$ cat src/rtl/pft_pkg.sv
package pft_pkg;

  parameter int unsigned PFT_W = 16;

  localparam logic signed [PFT_W+1:0] PFT_HI = (PFT_W+2)'((2 ** (PFT_W - 1)) - 1);
  localparam logic signed [PFT_W+1:0] PFT_LO = -PFT_HI;

  // first-order smoothing step with alpha = 2^-k, clamped to a symmetric range
  function automatic logic signed [PFT_W-1:0] lpf_next(
    input logic signed [PFT_W-1:0] f,
    input logic signed [PFT_W-1:0] x,
    input int unsigned k
  );
    logic signed [PFT_W+1:0] fe, xe, d, s;
    fe = $signed({{2{f[PFT_W-1]}}, f});
    xe = $signed({{2{x[PFT_W-1]}}, x});
    d  = xe - fe;
    s  = fe + (d >>> k);
    if (s > PFT_HI)      s = PFT_HI;
    else if (s < PFT_LO) s = PFT_LO;
    return s[PFT_W-1:0];
  endfunction

  function automatic logic [PFT_W-1:0] abs_val(input logic signed [PFT_W-1:0] v);
    logic signed [PFT_W-1:0] n;
    n = -v;
    return v[PFT_W-1] ? $unsigned(n) : $unsigned(v);
  endfunction

  function automatic logic [PFT_W-1:0] abs_diff(
    input logic signed [PFT_W-1:0] a,
    input logic signed [PFT_W-1:0] b
  );
    logic signed [PFT_W:0] d, n;
    d = $signed({a[PFT_W-1], a}) - $signed({b[PFT_W-1], b});
    n = -d;
    return d[PFT_W] ? n[PFT_W-1:0] : d[PFT_W-1:0];
  endfunction

endpackage

$ cat src/rtl/pft_blank_timer.sv
module pft_blank_timer #(
  parameter int unsigned BLANK = 200_000_000
) (
  input  logic clk,
  input  logic rst,
  input  logic clr,
  output logic done
);
  localparam int unsigned CW = $clog2(BLANK + 1);

  logic [CW-1:0] cnt_q;

  assign done = (cnt_q == CW'(BLANK));

  always_ff @(posedge clk) begin
    if (rst || clr)  cnt_q <= '0;
    else if (!done)  cnt_q <= cnt_q + 1'b1;
  end

  AST_BLANK_HOLDS: assert property (@(posedge clk) disable iff (rst)
    (done && !clr) |=> done);

endmodule

$ cat src/rtl/pft_delay_latch.sv
module pft_delay_latch #(
  parameter int unsigned SETTLE = 2000
) (
  input  logic clk,
  input  logic rst,
  input  logic clr,
  input  logic hit,
  output logic flag
);
  localparam int unsigned DW = $clog2(SETTLE + 1);

  logic          pend_q;
  logic [DW-1:0] cnt_q;

  always_ff @(posedge clk) begin
    if (rst || clr) begin
      pend_q <= 1'b0;
      cnt_q  <= '0;
      flag   <= 1'b0;
    end else if (pend_q) begin
      if (cnt_q == DW'(SETTLE - 1)) begin
        flag   <= 1'b1;
        pend_q <= 1'b0;
      end else begin
        cnt_q <= cnt_q + 1'b1;
      end
    end else if (hit && !flag) begin
      pend_q <= 1'b1;
      cnt_q  <= '0;
    end
  end

  AST_FLAG_AFTER_PENDING: assert property (@(posedge clk) disable iff (rst)
    $rose(flag) |-> $past(pend_q));

  AST_FLAG_STICKY: assert property (@(posedge clk) disable iff (rst)
    (flag && !clr) |=> flag);

endmodule

$ cat src/rtl/pft_channel.sv
module pft_channel
  import pft_pkg::*;
#(
  parameter int unsigned K      = 2,
  parameter int unsigned SETTLE = 2000
) (
  input  logic                    clk,
  input  logic                    rst,
  input  logic                    clr,
  input  logic                    valid,
  input  logic                    blank_done,
  input  logic signed [PFT_W-1:0] sample,
  input  logic        [PFT_W-1:0] mag_limit,
  input  logic        [PFT_W-1:0] slope_limit,
  output logic                    mag_flag,
  output logic                    slope_flag
);
  localparam logic signed [PFT_W-1:0] FMIN = {1'b1, {(PFT_W-1){1'b0}}};
  localparam int unsigned NCMP = 2;

  logic signed [PFT_W-1:0] filt_q, filt_nx;
  logic        [PFT_W-1:0] mag_abs, slope_abs;
  logic                    zero_cross, mag_over, slope_over, armed_q;
  logic        [NCMP-1:0]  hit, flag;

  assign filt_nx    = lpf_next(filt_q, sample, K);
  assign mag_abs    = abs_val(filt_nx);
  assign slope_abs  = abs_diff(filt_nx, filt_q);
  assign zero_cross = filt_nx[PFT_W-1] != filt_q[PFT_W-1];
  assign mag_over   = mag_abs > mag_limit;
  assign slope_over = slope_abs > slope_limit;

  assign hit[0] = valid && armed_q && mag_over;
  assign hit[1] = valid && armed_q && slope_over;

  always_ff @(posedge clk) begin
    if (rst)        filt_q <= '0;
    else if (valid) filt_q <= filt_nx;
  end

  always_ff @(posedge clk) begin
    if (rst || clr)                            armed_q <= 1'b0;
    else if (valid && blank_done && zero_cross) armed_q <= 1'b1;
  end

  for (genvar g = 0; g < NCMP; g++) begin : g_lat
    pft_delay_latch #(.SETTLE(SETTLE)) u_lat (
      .clk  (clk),
      .rst  (rst),
      .clr  (clr),
      .hit  (hit[g]),
      .flag (flag[g])
    );
  end

  assign mag_flag   = flag[0];
  assign slope_flag = flag[1];

  AST_FILT_NOT_MIN: assert property (@(posedge clk) disable iff (rst)
    filt_q != FMIN);

  AST_ARM_AFTER_BLANK: assert property (@(posedge clk) disable iff (rst)
    $rose(armed_q) |-> $past(blank_done));

  AST_FLAG_NEEDS_ARM: assert property (@(posedge clk) disable iff (rst)
    ($rose(mag_flag) || $rose(slope_flag)) |-> armed_q);

endmodule

$ cat src/rtl/phase_fault_trip.sv
module phase_fault_trip
  import pft_pkg::*;
#(
  parameter int unsigned FILT_SHIFT    = 2,
  parameter int unsigned BLANK_CYCLES  = 200_000_000,
  parameter int unsigned SETTLE_CYCLES = 2000
) (
  input  logic                    clk,
  input  logic                    rst,
  input  logic                    clr,
  input  logic                    smp_valid,
  input  logic signed [PFT_W-1:0] cur_a,
  input  logic signed [PFT_W-1:0] cur_b,
  input  logic signed [PFT_W-1:0] cur_c,
  input  logic        [PFT_W-1:0] mag_limit,
  input  logic        [PFT_W-1:0] slope_limit,
  output logic        [2:0]       mag_flags,
  output logic        [2:0]       slope_flags,
  output logic                    mag_trip,
  output logic                    trip
);
  localparam int unsigned NPH = 3;

  logic signed [PFT_W-1:0] samp [NPH];
  logic                    blank_done;

  assign samp[0] = cur_a;
  assign samp[1] = cur_b;
  assign samp[2] = cur_c;

  pft_blank_timer #(.BLANK(BLANK_CYCLES)) u_blank (
    .clk  (clk),
    .rst  (rst),
    .clr  (clr),
    .done (blank_done)
  );

  for (genvar p = 0; p < NPH; p++) begin : g_ph
    pft_channel #(.K(FILT_SHIFT), .SETTLE(SETTLE_CYCLES)) u_ch (
      .clk         (clk),
      .rst         (rst),
      .clr         (clr),
      .valid       (smp_valid),
      .blank_done  (blank_done),
      .sample      (samp[p]),
      .mag_limit   (mag_limit),
      .slope_limit (slope_limit),
      .mag_flag    (mag_flags[p]),
      .slope_flag  (slope_flags[p])
    );
  end

  assign mag_trip = |mag_flags;
  assign trip     = mag_trip || (|slope_flags);

  AST_MAG_IMPLIES_TRIP: assert property (@(posedge clk) disable iff (rst)
    mag_trip |-> trip);

  AST_TRIP_STICKY: assert property (@(posedge clk) disable iff (rst)
    (trip && !clr) |=> trip);

endmodule

$ cat config.mk
export PLATFORM = sky130hd
export DESIGN_NAME = phase_fault_trip
export DESIGN_NICKNAME = d
export VERILOG_FILES = /design/src/rtl/pft_pkg.sv /design/src/rtl/pft_blank_timer.sv /design/src/rtl/pft_delay_latch.sv /design/src/rtl/pft_channel.sv /design/src/rtl/phase_fault_trip.sv
export SDC_FILE = /design/constraint.sdc
export NUM_CORES = 1
export LEC_CHECK = 0
export BUFFER_PORTS_ARGS = -buffer_cell sky130_fd_sc_hd__buf_2
export CORE_MARGIN = 5
export CORE_UTILIZATION = 55
export DETAILED_ROUTE_END_ITERATION = 8
export GPL_ROUTABILITY_DRIVEN = 0
export HOLD_SLACK_MARGIN = 0.03
export PLACE_DENSITY_LB_ADDON = 0.25
export RECOVER_POWER = 50
export SETUP_SLACK_MARGIN = 0.2
export SKIP_LAST_GASP = 1
export SYNTH_ARGS = -nofsm -noshare
export SYNTH_HDL_FRONTEND = slang
export SYNTH_SLANG_ARGS = --single-unit
$ cat constraint.sdc
create_clock -name clk -period 13.4 [get_ports clk]
set_input_delay 1.34 -clock clk [delete_from_list [all_inputs] [get_ports clk]]
set_output_delay 1.34 -clock clk [all_outputs]
set_load 0.01 [all_outputs]
=== After elaboration in Yosys (flattened, before gate mapping) ===
Cells that the tools add are included.

* Register bits: 157
* Latch bits: 0
* Memory bits (writable): 0
* Bits in read-only memories: 0
* Bits of input ports: 84
* Output and inout port bits: 8
* Memories: 0

* Add/subtract/negate cells: 22
* Multiply operators: 0
* Divide/modulo/power cells: 0
* Order comparisons: 12
* Equality and inequality tests: 16
* Shift-type cells: 0
* Multiplexer cells: 48
* Bitwise logic cells: 0
* Reductions and logical operators: 47

{| class="wikitable"
|+ Operators with widths
! kind !! count
|-
| 11-bit 2-to-1 mux || 18
|-
| 16-bit 2-to-1 mux || 12
|-
| 16-bit by 16-bit subtractor with 17-bit output || 6
|-
| 16-bit greater-than comparator || 6
|-
| 16-bit negation || 6
|-
| 11-bit by 1-bit adder with 11-bit output, second input constant || 6
|-
| 11-bit == test, second input constant || 6
|-
| 16-bit by 15-bit adder with 17-bit output || 3
|-
| 17-bit by 16-bit greater-than comparator with 1-bit output, second input constant || 3
|-
| 17-bit by 16-bit less-than comparator with 1-bit output, second input constant || 3
|-
| 28-bit by 1-bit adder with 28-bit output, second input constant || 1
|-
| 28-bit == test, second input constant || 1
|-
| 2-bit AND reduction || 12
|-
| 1-bit logical AND || 19
|-
| 1-bit 2-to-1 mux || 18
|-
| 2-bit != test, second input constant || 6
|-
| 2-bit nonzero test || 6
|-
| 1-bit logical NOT || 6
|-
| 3-bit OR reduction || 2
|-
| 1-bit != test || 3
|-
| 1-bit logical OR || 2
|}

=== Depth between registers and ports, before layout ===
* Depth in word-level cells: 13
* Depth in mapped cells: 49
* Depth with buffers taken out: 46

=== By module ===
From an unflattened synthesis, not the netlist that was laid out.

* Cell total of the unflattened synthesis: 2600
* Area total of the unflattened synthesis: 19921.6 µm²

{| class="wikitable"
|+ By module, submodules not included
! module !! instances !! cells an instance !! area an instance (µm²) !! seq. area each (µm²)
|-
| pft_channel at g_ph[2].u_ch || 1 || 689 || 4998.5 || 340.3
|-
| pft_channel at g_ph[0].u_ch || 1 || 640 || 4753.3 || 340.3
|-
| pft_channel at g_ph[1].u_ch || 1 || 605 || 4488.1 || 340.3
|-
| pft_delay_latch || 6 || 82 || 706.9 || 260.2
|-
| pft_blank_timer || 1 || 172 || 1421.4 || 560.5
|-
| phase_fault_trip || 1 || 2 || 18.8 || 0.0
|}

=== Least setup slack after synthesis ===
Ideal clock, no wire load.

* Path kind: input to register
* Start point: in cur_b[1]
* End point: reg g_ph[1].u_ch.g_lat[1].u_lat.cnt_q[10]
* Setup time: 0.070 ns
* Arrival time: 10.534 ns
* Path slack: 2.796 ns
* Stages: 45
* Buffers on the path: 3
* Path through: ha_1 a21oi_1 o21bai_1 a211oi_1 o21ai_0 a31o_2 or2_2 a21oi_1 xnor2_1 ha_1 and2_1 nand2_1 nor4bb_1 nor3_1 xor2_1 or4b_4 o31ai_4 nand2_1 [... 9 more ...] o21ai_1 nand2_1 a31o_2 o21ai_0 xnor2_1 ha_1 a21o_1 a21o_1 a21o_1 a21o_1 a21o_1 a21o_1 a2111oi_0 or2_2 clkbuf_1 clkbuf_1 o21ai_0 a21oi_1

* Word-level cells in the longest chain between the ends: 13
* Elaborated cells between the ends (all ways): 14
* Classes of those cells: add/sub: 4; order compare: 3; mux: 3; reduce/logical: 4

{| class="wikitable"
|+ Ends and longest elaborated chain
! item !! RTL line !! text
|-
| from (decl) || phase_fault_trip.sv:13 || <nowiki>input logic signed [PFT_W-1:0] cur_b,</nowiki>
|-
| 16-bit by 16-bit subtractor with 17-bit output (*) || pft_pkg.sv:17 || <nowiki>d = xe - fe;</nowiki>
|-
| 16-bit by 15-bit adder with 17-bit output (*) || pft_pkg.sv:18 || <nowiki>s = fe + (d >>> k);</nowiki>
|-
| 17-bit by 16-bit less-than comparator with 1-bit output || pft_pkg.sv:20 || <nowiki>else if (s < PFT_LO) s = PFT_LO;</nowiki>
|-
| 16-bit 2-to-1 mux || pft_pkg.sv:20 ||
|-
| 16-bit 2-to-1 mux (*) || pft_pkg.sv:19 || <nowiki>if (s > PFT_HI) s = PFT_HI;</nowiki>
|-
| via g_ph[1].u_ch.filt_nx[2] || pft_channel.sv:21 || <nowiki>logic signed [PFT_W-1:0] filt_q, filt_nx;</nowiki>
|-
| 16-bit by 16-bit subtractor with 17-bit output (*) || pft_pkg.sv:35 || <nowiki>d = $signed({a[PFT_W-1], a}) - $signed({b[PFT_W-1], b});</nowiki>
|-
| 16-bit negation || pft_pkg.sv:36 || <nowiki>n = -d;</nowiki>
|-
| 16-bit 2-to-1 mux (*) || pft_pkg.sv:37 || <nowiki>return d[PFT_W] ? n[PFT_W-1:0] : d[PFT_W-1:0];</nowiki>
|-
| 16-bit greater-than comparator (*) || pft_channel.sv:31 || <nowiki>assign slope_over = slope_abs > slope_limit;</nowiki>
|-
| 1-bit logical AND (*) || pft_channel.sv:34 || <nowiki>assign hit[1] = valid && armed_q && slope_over;</nowiki>
|-
| 1-bit logical AND (*) || pft_delay_latch.sv:27 || <nowiki>end else if (hit && !flag) begin</nowiki>
|-
| 2-bit nonzero test (no source line) (*) || - ||
|-
| 2-bit AND reduction (no source line) (*) || - ||
|-
| to (signal assigned) || pft_delay_latch.sv:25 || <nowiki>cnt_q <= cnt_q + 1'b1;</nowiki>
|-
| to (decl) || pft_delay_latch.sv:13 || <nowiki>logic [DW-1:0] cnt_q;</nowiki>
|}

Mark *: on every way through the listed nets, which the timed path passes. The rest lies on a longest branch.
A chain may end at the register's enable or synchronous reset.

=== Worst setup path in the final report ===
* Start point: in cur_c[1]
* End point: reg g_ph[2].u_ch.g_lat[1].u_lat.cnt_q[10]

* Word-level cells in the longest chain between the ends: 13
* Elaborated cells between the ends (all ways): 14
* Classes of those cells: add/sub: 4; order compare: 3; mux: 3; reduce/logical: 4

{| class="wikitable"
|+ Ends and longest elaborated chain
! item !! RTL line !! text
|-
| from (decl) || phase_fault_trip.sv:14 || <nowiki>input logic signed [PFT_W-1:0] cur_c,</nowiki>
|-
| 16-bit by 16-bit subtractor with 17-bit output (*) || pft_pkg.sv:17 ||
|-
| 16-bit by 15-bit adder with 17-bit output (*) || pft_pkg.sv:18 ||
|-
| 17-bit by 16-bit less-than comparator with 1-bit output || pft_pkg.sv:20 ||
|-
| 16-bit 2-to-1 mux || pft_pkg.sv:20 ||
|-
| 16-bit 2-to-1 mux (*) || pft_pkg.sv:19 ||
|-
| 16-bit by 16-bit subtractor with 17-bit output (*) || pft_pkg.sv:35 ||
|-
| 16-bit negation || pft_pkg.sv:36 ||
|-
| 16-bit 2-to-1 mux (*) || pft_pkg.sv:37 ||
|-
| 16-bit greater-than comparator (*) || pft_channel.sv:31 ||
|-
| 1-bit logical AND (*) || pft_channel.sv:34 ||
|-
| 1-bit logical AND (*) || pft_delay_latch.sv:27 ||
|-
| 2-bit nonzero test (no source line) (*) || - ||
|-
| 2-bit AND reduction (no source line) (*) || - ||
|-
| to (signal assigned) || pft_delay_latch.sv:25 ||
|-
| to (decl) || pft_delay_latch.sv:13 ||
|}

Every way passes the cells marked *; elsewhere a longest branch is shown, timed or not.

==> flow_summary_export.csv <==
group,metric,value,unit
status,status,"finished with violations",
status,violations,"max-capacitance violations, max-slew violations",
worst_setup_path,crit_path_top_delay_cell,"a2111oi_1",
final_layout,fin_nets,2753,
worst_setup_path,path_delay_family,"compound AO/OA/AOI/OAI gates",
clock_tree,cts-resized-gates,0,
worst_hold_path,hold_class,"reg -> reg",
route,vias,17200,
floorplan,core_area,31700,um2
global_route,grt_usage,26.2,%
worst_setup_path,crit_top_cell,"a21oi_1",
route,first_pass_iters,6,
worst_setup_path,critPathCaptureType,"flip-flop",
synthesis,synth_top_area_share,18.2,%
route,dr_wl_met3,3140,um
synthesis,synth_ff_type,"dfxtp_1",
sta,finClkSkew,0.0115,ns
sta,fmax,0.0853,GHz
worst_setup_path,path_max_fanout,26,
synthesis,ys_seq_area_share,17.7,%
route,wl,48300,um
clock_tree,cts_root_buf,"clkbuf_16",
clock_tree,htreeDepth,4,
synthesis,ys_ff_latch,157,
synthesis,synthCells,2341,
synthesis,synth_area,17700,um2
floorplan,fp.dieArea,36000,um2
route,wl_per_cell,17.1,um
worst_setup_path,max_stage_delay,0.90,ns
sta,hold_viol_final,0,
worst_setup_path,arrival,11.99,ns
flow_run,max-cap-violations,2,
clock_tree,clockBufferDepth,2,
synthesis,synthTopCellsByCount,"283 x nor2_1, 258 x ha_1, 159 x nand2_1, 158 x a21oi_1, 157 x dfxtp_1",
sta,worst_pin_slew,2.84,ns
sta,relSlewSlack,-89.0,%
final_layout,fillers,2945,
sta,fin_crit_sh,87.4,%
global_route,grt_pass1_wl,79000,um
place,hpwlAfterDp,38500,um
floorplan,io_pins,92,
synthesis,synth.most_common_cell,"nor2_1",
clock_tree,insertion_delay,0.44,ns
sta,fin_crit,11.72,ns
route,drc,0,
route,drt-met1-wl,21300,um
clock_tree,cts_made_buffers,17,
sta,finalSetupTns,0,ns
global_route,grt_pass1_vias,16400,
synthesis,synth_area_leaders,"ha_1 18%, dfxtp_1 18%, xnor2_1 7.5%",
clock_tree,cts_num_sinks,157,
final_layout,drive_above_1_share,6.25,%
global_route,grt-ovfl-total,0,
clock_tree,clk_pin_slew_worst_paths,0.07,ns
route,antenna_left,0,
route,vias_per_cell,6.11,
final_layout,areaGrowthSynthToFinish,7.95,%
clock_tree,cts_setup_buffers,0,
worst_setup_path,critPathKind,"in -> reg",
sta,slew_violations,101,
worst_setup_path,crit_buf_inv,3,
synthesis,synth_edf_count,0,
global_route,grt_max_degree,52,
floorplan,die_w,190,um
route,dr_wl_met2,21900,um
sta,rsz0062_at_grt,"false",
sta,setup_viol,0,
synthesis,yosysUniqueCellTypes,83,
clock_tree,cts_tree,"yes",
route,drt_iter0_drc,1342,
place,portBuffers,91,
global_route,antenna_found_initial,0,
clock_tree,hold_buffers,0,
floorplan,initial_utilization,55.9,%
synthesis,yosysTopAreaCell,"ha_1",
route,top_layer,"met4",
floorplan,die_h,190,um
worst_setup_path,cp.required,13.68,ns
synthesis,synth.avg_cell_area,7.58,um2
synthesis,async_flop_share,0,%
final_layout,diodes,0,
synthesis,synth_warnings,0,
worst_setup_path,cp-start-kind,"input pin",
floorplan,rows,65,
sta,holdWs,0.473,ns
==> worst min-delay path: cells and delay by family, from the launching register on <==
kind	cells	cell delay, ns
AND/OR/NAND/NOR	2	0.12
flip-flops	1	0.33
==> state kept, by name, indices dropped and copies added (netlist names) <==
signal and count:
g_ph.u_ch.g_lat.u_lat.cnt_q 66, u_blank.cnt_q 28, g_ph.u_ch.g_lat.u_lat.flag 6, g_ph.u_ch.armed_q 3
g_ph.u_ch.g_lat.u_lat.pend_q 6, g_ph.u_ch.filt_q 48
==> cell families after synthesis <==
kind of cell | Yosys count | share of synthesized area (%)
DFF | 157 | 17.7
xor gates and xnor gates | 231 | 11.4
muxes | 23 | 1.30
other | 1 | 0.0211
adders and majority gates | 277 | 19.6
and+or+nand+nor | 883 | 24.6
AOI/OAI and AO/OA | 570 | 21.0
buffers and inverters | 199 | 4.38
==> layout by cell type (no fill, tap or decap), drive strengths merged, types with 11 or more instances in the layout <==
master,count
nor2,283
ha,258
nand2,159
a21oi,158
dfxtp,157
xnor2,152
inv,146
o21ai,120
buf,90
nor3,88
xor2,79
a21o,68
nand3,57
nand4,44
a211oi,43
nor2b,35
o21a,32
or3,31
clkbuf,31
and3,28
nand2b,28
nor4,27
a31oi,24
mux2i,23
and2,23
or2,17
nor3b,16
maj3,13
or4,12
o211ai,12
nand3b,12
o21bai,11
o31ai,11
==> path summary, 6_finish.rpt <==
path	startpoint	end	slack (ns)	cells past startpoint
max reg2reg	g_ph[2].u_ch.filt_q[1]$_SDFFE_PP0P_	g_ph[2].u_ch.g_lat[1].u_lat.cnt_q[10]$_SDFFE_PP0P_	2.06	46
min reg2reg	g_ph[2].u_ch.armed_q$_SDFFE_PP0P_	g_ph[2].u_ch.armed_q$_SDFFE_PP0P_	0.47	2
max	cur_c[1]	g_ph[2].u_ch.g_lat[1].u_lat.cnt_q[10]$_SDFFE_PP0P_	1.68	46
min	g_ph[2].u_ch.armed_q$_SDFFE_PP0P_	g_ph[2].u_ch.armed_q$_SDFFE_PP0P_	0.47	2
==> per-layer routing <==
metal  GRT usage [%]  vias up
met5               0        -
met1            34.0     7954
met2            43.9      544
met4            10.5        0
li1                -     8592
met3            4.13      127
==> stage by stage <==
step | setup slack, ns | std cells | area, um2 | util (%)
2_1_floorplan | 2.80 | 2343 | 17800 | -
3_3_place_gp | 1.88 | 2788 | 18600 | 58.5
3_5_place_dp | 1.58 | 2788 | 18600 | 58.5
4_1_cts | 1.99 | 2819 | 19200 | 60.5
5_1_grt | 0.568 | 2819 | 19200 | 60.4
6_report | 1.68 | 2819 | 19200 | 60.4
==> final cells by class <==
type                       instances  area [um2]  share of cell area (%)
sequential                       157        3140                    16.4
timing repair buffer             103         517                    2.70
multi-input combinational       1987       13800                    72.2
inverter                         139         522                    2.72
clock buffer                      18         439                    2.29
clock inverter                    13         196                    1.03
tap                              402         503                    2.63
Power is not shown: default switching activity piles up to over one toggle a cycle in this logic, so the estimate is an artifact.
